--- src/rtl/olog_pkg.sv ---
package olog_pkg;

    typedef enum logic [1:0] {
        S_OFF   = 2'd0,
        S_ARMED = 2'd1,
        S_FULL  = 2'd2
    } olog_state_e;

endpackage

--- src/rtl/olog_meta_table.sv ---
module olog_meta_table #(
    parameter int NCORES = 2,
    parameter int ADDR_W = 4,
    parameter int SEQ_W  = 4
) (
    input  logic                                  clk,
    input  logic                                  rst_n,
    input  logic                                  clear,
    input  logic [NCORES-1:0][ADDR_W-1:0]         line,
    output logic [NCORES-1:0][SEQ_W-1:0]          rd_cnt,
    output logic [NCORES-1:0][NCORES-1:0][SEQ_W-1:0] rd_vec,
    input  logic [NCORES-1:0]                     wr_en,
    input  logic [NCORES-1:0][SEQ_W-1:0]          wr_seq
);
    localparam int NLINES = 1 << ADDR_W;

    logic [NLINES-1:0][SEQ_W-1:0]             cnt_q;
    logic [NLINES-1:0][NCORES-1:0][SEQ_W-1:0] vec_q;

    always_comb begin
        for (int i = 0; i < NCORES; i++) begin
            rd_cnt[i] = cnt_q[line[i]];
            rd_vec[i] = vec_q[line[i]];
        end
    end

    // Lanes applied in ascending order: the highest granted lane on a line
    // carries the largest ID, so its count write wins.
    always_ff @(posedge clk or negedge rst_n) begin
        if (!rst_n) begin
            cnt_q <= '0;
            vec_q <= '0;
        end else if (clear) begin
            cnt_q <= '0;
            vec_q <= '0;
        end else begin
            for (int i = 0; i < NCORES; i++) begin
                if (wr_en[i]) begin
                    cnt_q[line[i]]    <= wr_seq[i];
                    vec_q[line[i]][i] <= wr_seq[i];
                end
            end
        end
    end

endmodule

--- src/rtl/olog_seq_alloc.sv ---
module olog_seq_alloc #(
    parameter int NCORES = 2,
    parameter int ADDR_W = 4,
    parameter int SEQ_W  = 4
) (
    input  logic                                     accept,
    input  logic [NCORES-1:0]                        ev_valid,
    input  logic [NCORES-1:0][ADDR_W-1:0]            line,
    input  logic [NCORES-1:0][SEQ_W-1:0]             rd_cnt,
    input  logic [NCORES-1:0][NCORES-1:0][SEQ_W-1:0] rd_vec,
    output logic [NCORES-1:0]                        grant,
    output logic [NCORES-1:0][SEQ_W-1:0]             seq,
    output logic [NCORES-1:0][NCORES-1:0][SEQ_W-1:0] rec_vec,
    output logic                                     hit_max
);
    localparam logic [SEQ_W:0] SEQ_MAX = {1'b0, {SEQ_W{1'b1}}};
    localparam logic [SEQ_W:0] ONE     = {{SEQ_W{1'b0}}, 1'b1};

    logic [NCORES-1:0][SEQ_W:0] wide;

    // Rank each lane behind lower lanes that target the same line.
    always_comb begin
        hit_max = 1'b0;
        for (int i = 0; i < NCORES; i++) begin
            wide[i] = {1'b0, rd_cnt[i]} + ONE;
            for (int j = 0; j < i; j++) begin
                if (ev_valid[j] && (line[j] == line[i])) begin
                    wide[i] = wide[i] + ONE;
                end
            end
            grant[i] = accept && ev_valid[i] && (wide[i] <= SEQ_MAX);
            seq[i]   = wide[i][SEQ_W-1:0];
            if (grant[i] && (wide[i] == SEQ_MAX)) begin
                hit_max = 1'b1;
            end
        end
    end

    // Snapshot after this lane's update, including lower lanes on the line.
    always_comb begin
        for (int i = 0; i < NCORES; i++) begin
            rec_vec[i] = rd_vec[i];
            for (int j = 0; j <= i; j++) begin
                if (grant[j] && (line[j] == line[i])) begin
                    rec_vec[i][j] = seq[j];
                end
            end
        end
    end

endmodule

--- src/rtl/olog_log_ptr.sv ---
module olog_log_ptr #(
    parameter int LOG_DEPTH = 16,
    parameter int PTR_W     = 5
) (
    input  logic             clk,
    input  logic             rst_n,
    input  logic             clear,
    input  logic             adv,
    output logic [PTR_W-1:0] ptr,
    output logic             at_end
);
    localparam logic [PTR_W-1:0] LAST = PTR_W'(LOG_DEPTH - 1);
    localparam logic [PTR_W-1:0] STOP = PTR_W'(LOG_DEPTH);

    assign at_end = adv && (ptr == LAST);

    always_ff @(posedge clk or negedge rst_n) begin
        if (!rst_n) begin
            ptr <= '0;
        end else if (clear) begin
            ptr <= '0;
        end else if (adv && (ptr != STOP)) begin
            ptr <= ptr + 1'b1;
        end
    end

endmodule

--- src/rtl/mem_order_logger.sv ---
module mem_order_logger
    import olog_pkg::*;
#(
    parameter  int NCORES    = 2,
    parameter  int ADDR_W    = 4,
    parameter  int SEQ_W     = 4,
    parameter  int LOG_DEPTH = 16,
    localparam int PTR_W     = $clog2(LOG_DEPTH + 1),
    localparam int REC_W     = 1 + ADDR_W + NCORES * SEQ_W
) (
    input  logic                      clk,
    input  logic                      rst_n,
    input  logic                      enable,
    input  logic                      clear,
    input  logic [NCORES-1:0]         ev_valid,
    input  logic [NCORES-1:0]         ev_store,
    input  logic [NCORES*ADDR_W-1:0]  ev_line,
    output logic [NCORES-1:0]         log_we,
    output logic [NCORES*PTR_W-1:0]   log_addr,
    output logic [NCORES*REC_W-1:0]   log_data,
    output logic                      log_full
);
    olog_state_e state_q, state_d;

    logic [NCORES-1:0][ADDR_W-1:0]            line;
    logic [NCORES-1:0][SEQ_W-1:0]             rd_cnt;
    logic [NCORES-1:0][NCORES-1:0][SEQ_W-1:0] rd_vec;
    logic [NCORES-1:0]                        grant;
    logic [NCORES-1:0][SEQ_W-1:0]             seq;
    logic [NCORES-1:0][NCORES-1:0][SEQ_W-1:0] rec_vec;
    logic [NCORES-1:0][PTR_W-1:0]             ptr;
    logic [NCORES-1:0]                        at_end;
    logic                                     hit_max;
    logic                                     accept;
    logic                                     fill;

    assign line   = ev_line;
    assign accept = (state_q == S_ARMED) && enable && !clear;
    assign fill   = hit_max || (|at_end);

    olog_meta_table #(.NCORES(NCORES), .ADDR_W(ADDR_W), .SEQ_W(SEQ_W)) u_table (
        .clk    (clk),
        .rst_n  (rst_n),
        .clear  (clear),
        .line   (line),
        .rd_cnt (rd_cnt),
        .rd_vec (rd_vec),
        .wr_en  (grant),
        .wr_seq (seq)
    );

    olog_seq_alloc #(.NCORES(NCORES), .ADDR_W(ADDR_W), .SEQ_W(SEQ_W)) u_alloc (
        .accept   (accept),
        .ev_valid (ev_valid),
        .line     (line),
        .rd_cnt   (rd_cnt),
        .rd_vec   (rd_vec),
        .grant    (grant),
        .seq      (seq),
        .rec_vec  (rec_vec),
        .hit_max  (hit_max)
    );

    for (genvar c = 0; c < NCORES; c++) begin : g_ptr
        olog_log_ptr #(.LOG_DEPTH(LOG_DEPTH), .PTR_W(PTR_W)) u_ptr (
            .clk    (clk),
            .rst_n  (rst_n),
            .clear  (clear),
            .adv    (grant[c]),
            .ptr    (ptr[c]),
            .at_end (at_end[c])
        );
    end

    // Next state
    always_comb begin
        state_d = state_q;
        if (clear) begin
            state_d = enable ? S_ARMED : S_OFF;
        end else begin
            unique case (state_q)
                S_OFF:   if (enable) state_d = S_ARMED;
                S_ARMED: begin
                    if (!enable)   state_d = S_OFF;
                    else if (fill) state_d = S_FULL;
                end
                S_FULL:  state_d = S_FULL;
                default: state_d = S_OFF;
            endcase
        end
    end

    // State register
    always_ff @(posedge clk or negedge rst_n) begin
        if (!rst_n) state_q <= S_OFF;
        else        state_q <= state_d;
    end

    // Outputs
    always_ff @(posedge clk or negedge rst_n) begin
        if (!rst_n) begin
            log_we   <= '0;
            log_addr <= '0;
            log_data <= '0;
        end else begin
            for (int i = 0; i < NCORES; i++) begin
                log_we[i] <= grant[i];
                if (grant[i]) begin
                    log_addr[i*PTR_W +: PTR_W] <= ptr[i];
                    log_data[i*REC_W +: REC_W] <= {ev_store[i], line[i], rec_vec[i]};
                end
            end
        end
    end

    assign log_full = (state_q == S_FULL);

endmodule

--- config.mk ---
export PLATFORM = sky130hd
export DESIGN_NAME = mem_order_logger
export DESIGN_NICKNAME = d
export VERILOG_FILES = /design/src/rtl/olog_pkg.sv /design/src/rtl/olog_meta_table.sv /design/src/rtl/olog_seq_alloc.sv /design/src/rtl/olog_log_ptr.sv /design/src/rtl/mem_order_logger.sv
export SDC_FILE = /design/constraint.sdc
export NUM_CORES = 1
export LEC_CHECK = 0
export ABC_AREA = 1
export CAP_MARGIN = 15
export CORE_UTILIZATION = 38
export CTS_CLUSTER_DIAMETER = 80
export DETAILED_ROUTE_END_ITERATION = 8
export GPL_ROUTABILITY_DRIVEN = 0
export HOLD_SLACK_MARGIN = 0.02
export PLACE_DENSITY = 0.63
export SKIP_LAST_GASP = 1
export SLEW_MARGIN = 20
export SYNTH_ARGS = -nofsm -noshare
export SYNTH_HDL_FRONTEND = slang
export SYNTH_HIERARCHICAL = 1
export SYNTH_SLANG_ARGS = --single-unit
--- constraint.sdc ---
create_clock -name clk -period 2.5 [get_ports clk]
set_input_delay 0.375 -clock clk [delete_from_list [all_inputs] [get_ports clk]]
set_output_delay 0.375 -clock clk [all_outputs]
set_load 0.02 [all_outputs]
==> results.py <==
metrics = {
    "cts": {
        "clk_latency_ns": 0.57,
        "cts.reportedPaths.clkPinSlew_ns": 0.06,
        "cts_sinks": 242,
        "cts_tree": "done",
        "cts_buffer_depth": 3,
        "clock_tree.root_cell": "clkbuf_16",
        "cts-htree-levels": 1,
        "cts_made_buffers": 28,
    },
    "route": {
        "wl_um": 57300,
        "viasPerCell": 5.21,
        "drc_errors": 0,
        "firstDrtPassIters": 7,
        "wl_per_cell_um": 18.1,
        "vias": 16500,
        "drt-initial-drc-count": 2006,
        "drtAntennaViolNets": 0,
    },
    "sta": {
        "final_max_slew_viol_count": 0,
        "relSlewSlack_pct": 56.2,
        "setup_tns_ns": -16.54,
        "period_share_pct": 107,
        "tightest_slew_ns": 0.657,
        "finalCriticalPeriod_ns": 2.69,
        "timing.final.setup_violations": 193,
        "final_hold_viol_count": 0,
        "grt_setup_unrepaired": "yes",
        "max_freq_ghz": 0.372,
        "finalWorstSetupSlack_ns": -0.187,
        "clock_skew_ns": 0.0157,
    },
    "floorplanning": {
        "ioPinCount": 55,
        "dieHeight_um": 203,
        "rows": 73,
        "die_area_um2": 41000,
        "initial_core_util_pct": 38.5,
        "core_region_area_um2": 39700,
        "die_x_um": 203,
    },
    "critical_path": {
        "worstRegToRegCells": 20,
        "crit_required_ns": 2.92,
        "path_max_fanout": 8,
        "critical_path_class": "flip-flop to flip-flop",
        "worstSetupEndpointType": "flip-flop",
        "reg2reg_from": "u_table/cnt_q[57]",
        "setup.worst_path.start": "u_table/cnt_q[57]",
        "cp-start-kind": "flip-flop",
        "cp.arrival_ns": 3.10,
    },
    "hold_path": {
        "min_path_type": "primary input to flip-flop",
        "hold_depth": 6,
        "holdCritStartpoint": "clear",
    },
    "synth": {
        "synth.most_common_cell": "nand2_1",
        "yosysSeqAreaShare_pct": 39.6,
        "ys_ff_latch": 242,
        "avgSynthCellArea_um2": 6.35,
        "yosysWarnings": 6,
        "syn_area_um2": 15300,
        "synth_edf_count": 0,
        "synth_top_area_share_pct": 39.6,
        "synth-async-reset-ratio_pct": 100,
        "ys.flop_type": "dfrtp_1",
        "yosys-top-cells-count": "1561 x nand2_1, 242 x dfrtp_1, 126 x inv_1",
        "netlist_top_cells_area": "dfrtp_1 40%, nand2_1 38%, inv_1 3.1%",
        "synthesis.nets": 2435,
        "syn_inst": 2409,
        "synth_area_leader_cell": "dfrtp_1",
        "yosysUniqueCellTypes": 34,
    },
    "power": {
        "switchingPower_uw": 2510,
        "seq_power_share_pct": 42.6,
        "power.static_leakage_uw": 0.0109,
        "clkPwrFrac_pct": 45.0,
        "combPwrFrac_pct": 12.4,
        "ir_drop_mv": 0.451,
        "powerDensity_nw_per_um2": 468,
        "cell_internal_pwr_uw": 6950,
        "switching_share_pct": 26.5,
    },
    "finish": {
        "diodes": 0,
        "syn_to_final_growth_pct": 32.2,
        "postLayoutCoreUtil_pct": 50.9,
        "drive_gt1_share_pct": 22.2,
        "nets": 2653,
    },
    "place": {
        "port_buffers": 54,
        "dp_hpwl_um": 39900,
    },
    "job": {
        "maxCapViolCount": 0,
    },
    "global_routing": {
        "grt_pass1_vias": 15600,
        "antenna_found_initial": 2,
        "gr-usage-all-layers_pct": 27.2,
        "gr-total-overflow": 0,
        "grt_start_max_net_pins": 91,
        "grt_pass1_wl_um": 87200,
    },
    "outcome": {
        "outcome": "finished, violations left",
        "failed_checks": "negative setup slack",
    },
}
[routing by layer]
metal  GRT usage (%)  share of wire, %
met5               0                 0
met4            12.2               4.6
met3            4.11               8.6
met2            42.5                44
met1            37.2                42
[logic make-up after synthesis]
kind of cell | Yosys count | share of synthesized area (%)
muxes | 36 | 3.14
buffers and inverters | 246 | 7.04
and+or+nand+nor | 1697 | 43.3
adders and majority gates | 10 | 0.818
xor gates and xnor gates | 3 | 0.221
DFF | 242 | 39.6
AOI/OAI and AO/OA | 175 | 5.90
[layout make-up]
class	count	area, um^2
Clock buffer	40	837
Clock inverter	10	110
Fill cell	3814	19500
Inverter	138	606
Multi-Input combinational cell	1921	9010
Sequential cell	242	6060
Tap cell	525	657
Timing Repair Buffer	296	2940
[placed cells by master (no fill, tap or decap), drive strengths merged]
| cell | count |
|---|---|
| clkinvlp | 4 |
| buf | 242 |
| ha | 10 |
| clkinv | 11 |
| o21ai | 110 |
| dlygate4sd2 | 3 |
| nor3 | 1 |
| nand3 | 34 |
| a21oi | 64 |
| inv | 131 |
| mux2 | 36 |
| clkbuf | 45 |
| xnor2 | 1 |
| clkdlybuf4s50 | 45 |
| nand2 | 1572 |
| o21ba | 1 |
| bufinv | 2 |
| dlygate4sd3 | 1 |
| nor2 | 79 |
| xor2 | 2 |
| nand4 | 11 |
| dfrtp | 242 |
[critical path: stages, from the launching register on]
cell,delay (ns)
dfrtp_1,0.43
nand2_1,0.09
nand2_1,0.06
nand2_1,0.05
nand2_1,0.08
nand2_1,0.09
nand2_1,0.09
inv_2,0.08
nand2_2,0.08
buf_6,0.13
ha_4,0.27
nor3_4,0.04
nand3_2,0.08
nand2_4,0.08
clkinv_8,0.09
nand3_4,0.21
nor2_4,0.26
inv_4,0.09
buf_4,0.14
nand2_2,0.04
a21oi_1,0.05
[state kept, by name, summed over array words and instances (netlist names)]
signal           flops
log_we               2
u_table/vec_q      128
state_q              2
log_data            26
log_addr            10
u_table/cnt_q       64
g_ptr.u_ptr/ptr     10
[power groups by stage]
stage | sequential, uW | combinational, uW | clock (uW)
finish | 4030 | 1170 | 4260
global route | 4040 | 1240 | 4470
CTS | 4030 | 1120 | 4320
detailed placement | 4100 | 1090 | 0
global placement | 4100 | 1080 | 0
floorplan | 4170 | 468 | 0
[per-stage QoR]
step | power [uW] | setup slack (ns) | cells | hold WS, ns | cell area [um^2]
after floorplan | 4640 | -0.214 | 2409 | 0.0794 | 15800
after global placement | 5180 | -0.886 | 3087 | 0.375 | 18100
after detailed placement | 5200 | -0.865 | 3087 | 0.384 | 18100
after CTS | 9470 | -0.114 | 3152 | 0.167 | 19500
after global routing | 9750 | -0.324 | 3172 | 0.207 | 20200
final | 9460 | -0.187 | 3172 | 0.180 | 20200
[repair_timing]
action,in CTS,in global routing
setup endpoints to repair,224,238
hold buffers,1,0
gates resized for setup,114,149
pin swaps,67,84
setup buffers,14,15
gates cloned,0,5
endpoints found under the hold margin,57,0
[path summary, 6_finish.rpt]
path | endpoint | slack (ns)
max | u_table/vec_q[104] | -0.19
min | state_q[1] | 0.18
max reg2reg | u_table/vec_q[104] | -0.19
min reg2reg | u_table/vec_q[79] | 0.50
max in group asynchronous | u_table/vec_q[126] | 1.37
min in group asynchronous | log_addr[0] | 0.34
No activity file was read; power rests on OpenSTA's default activity.
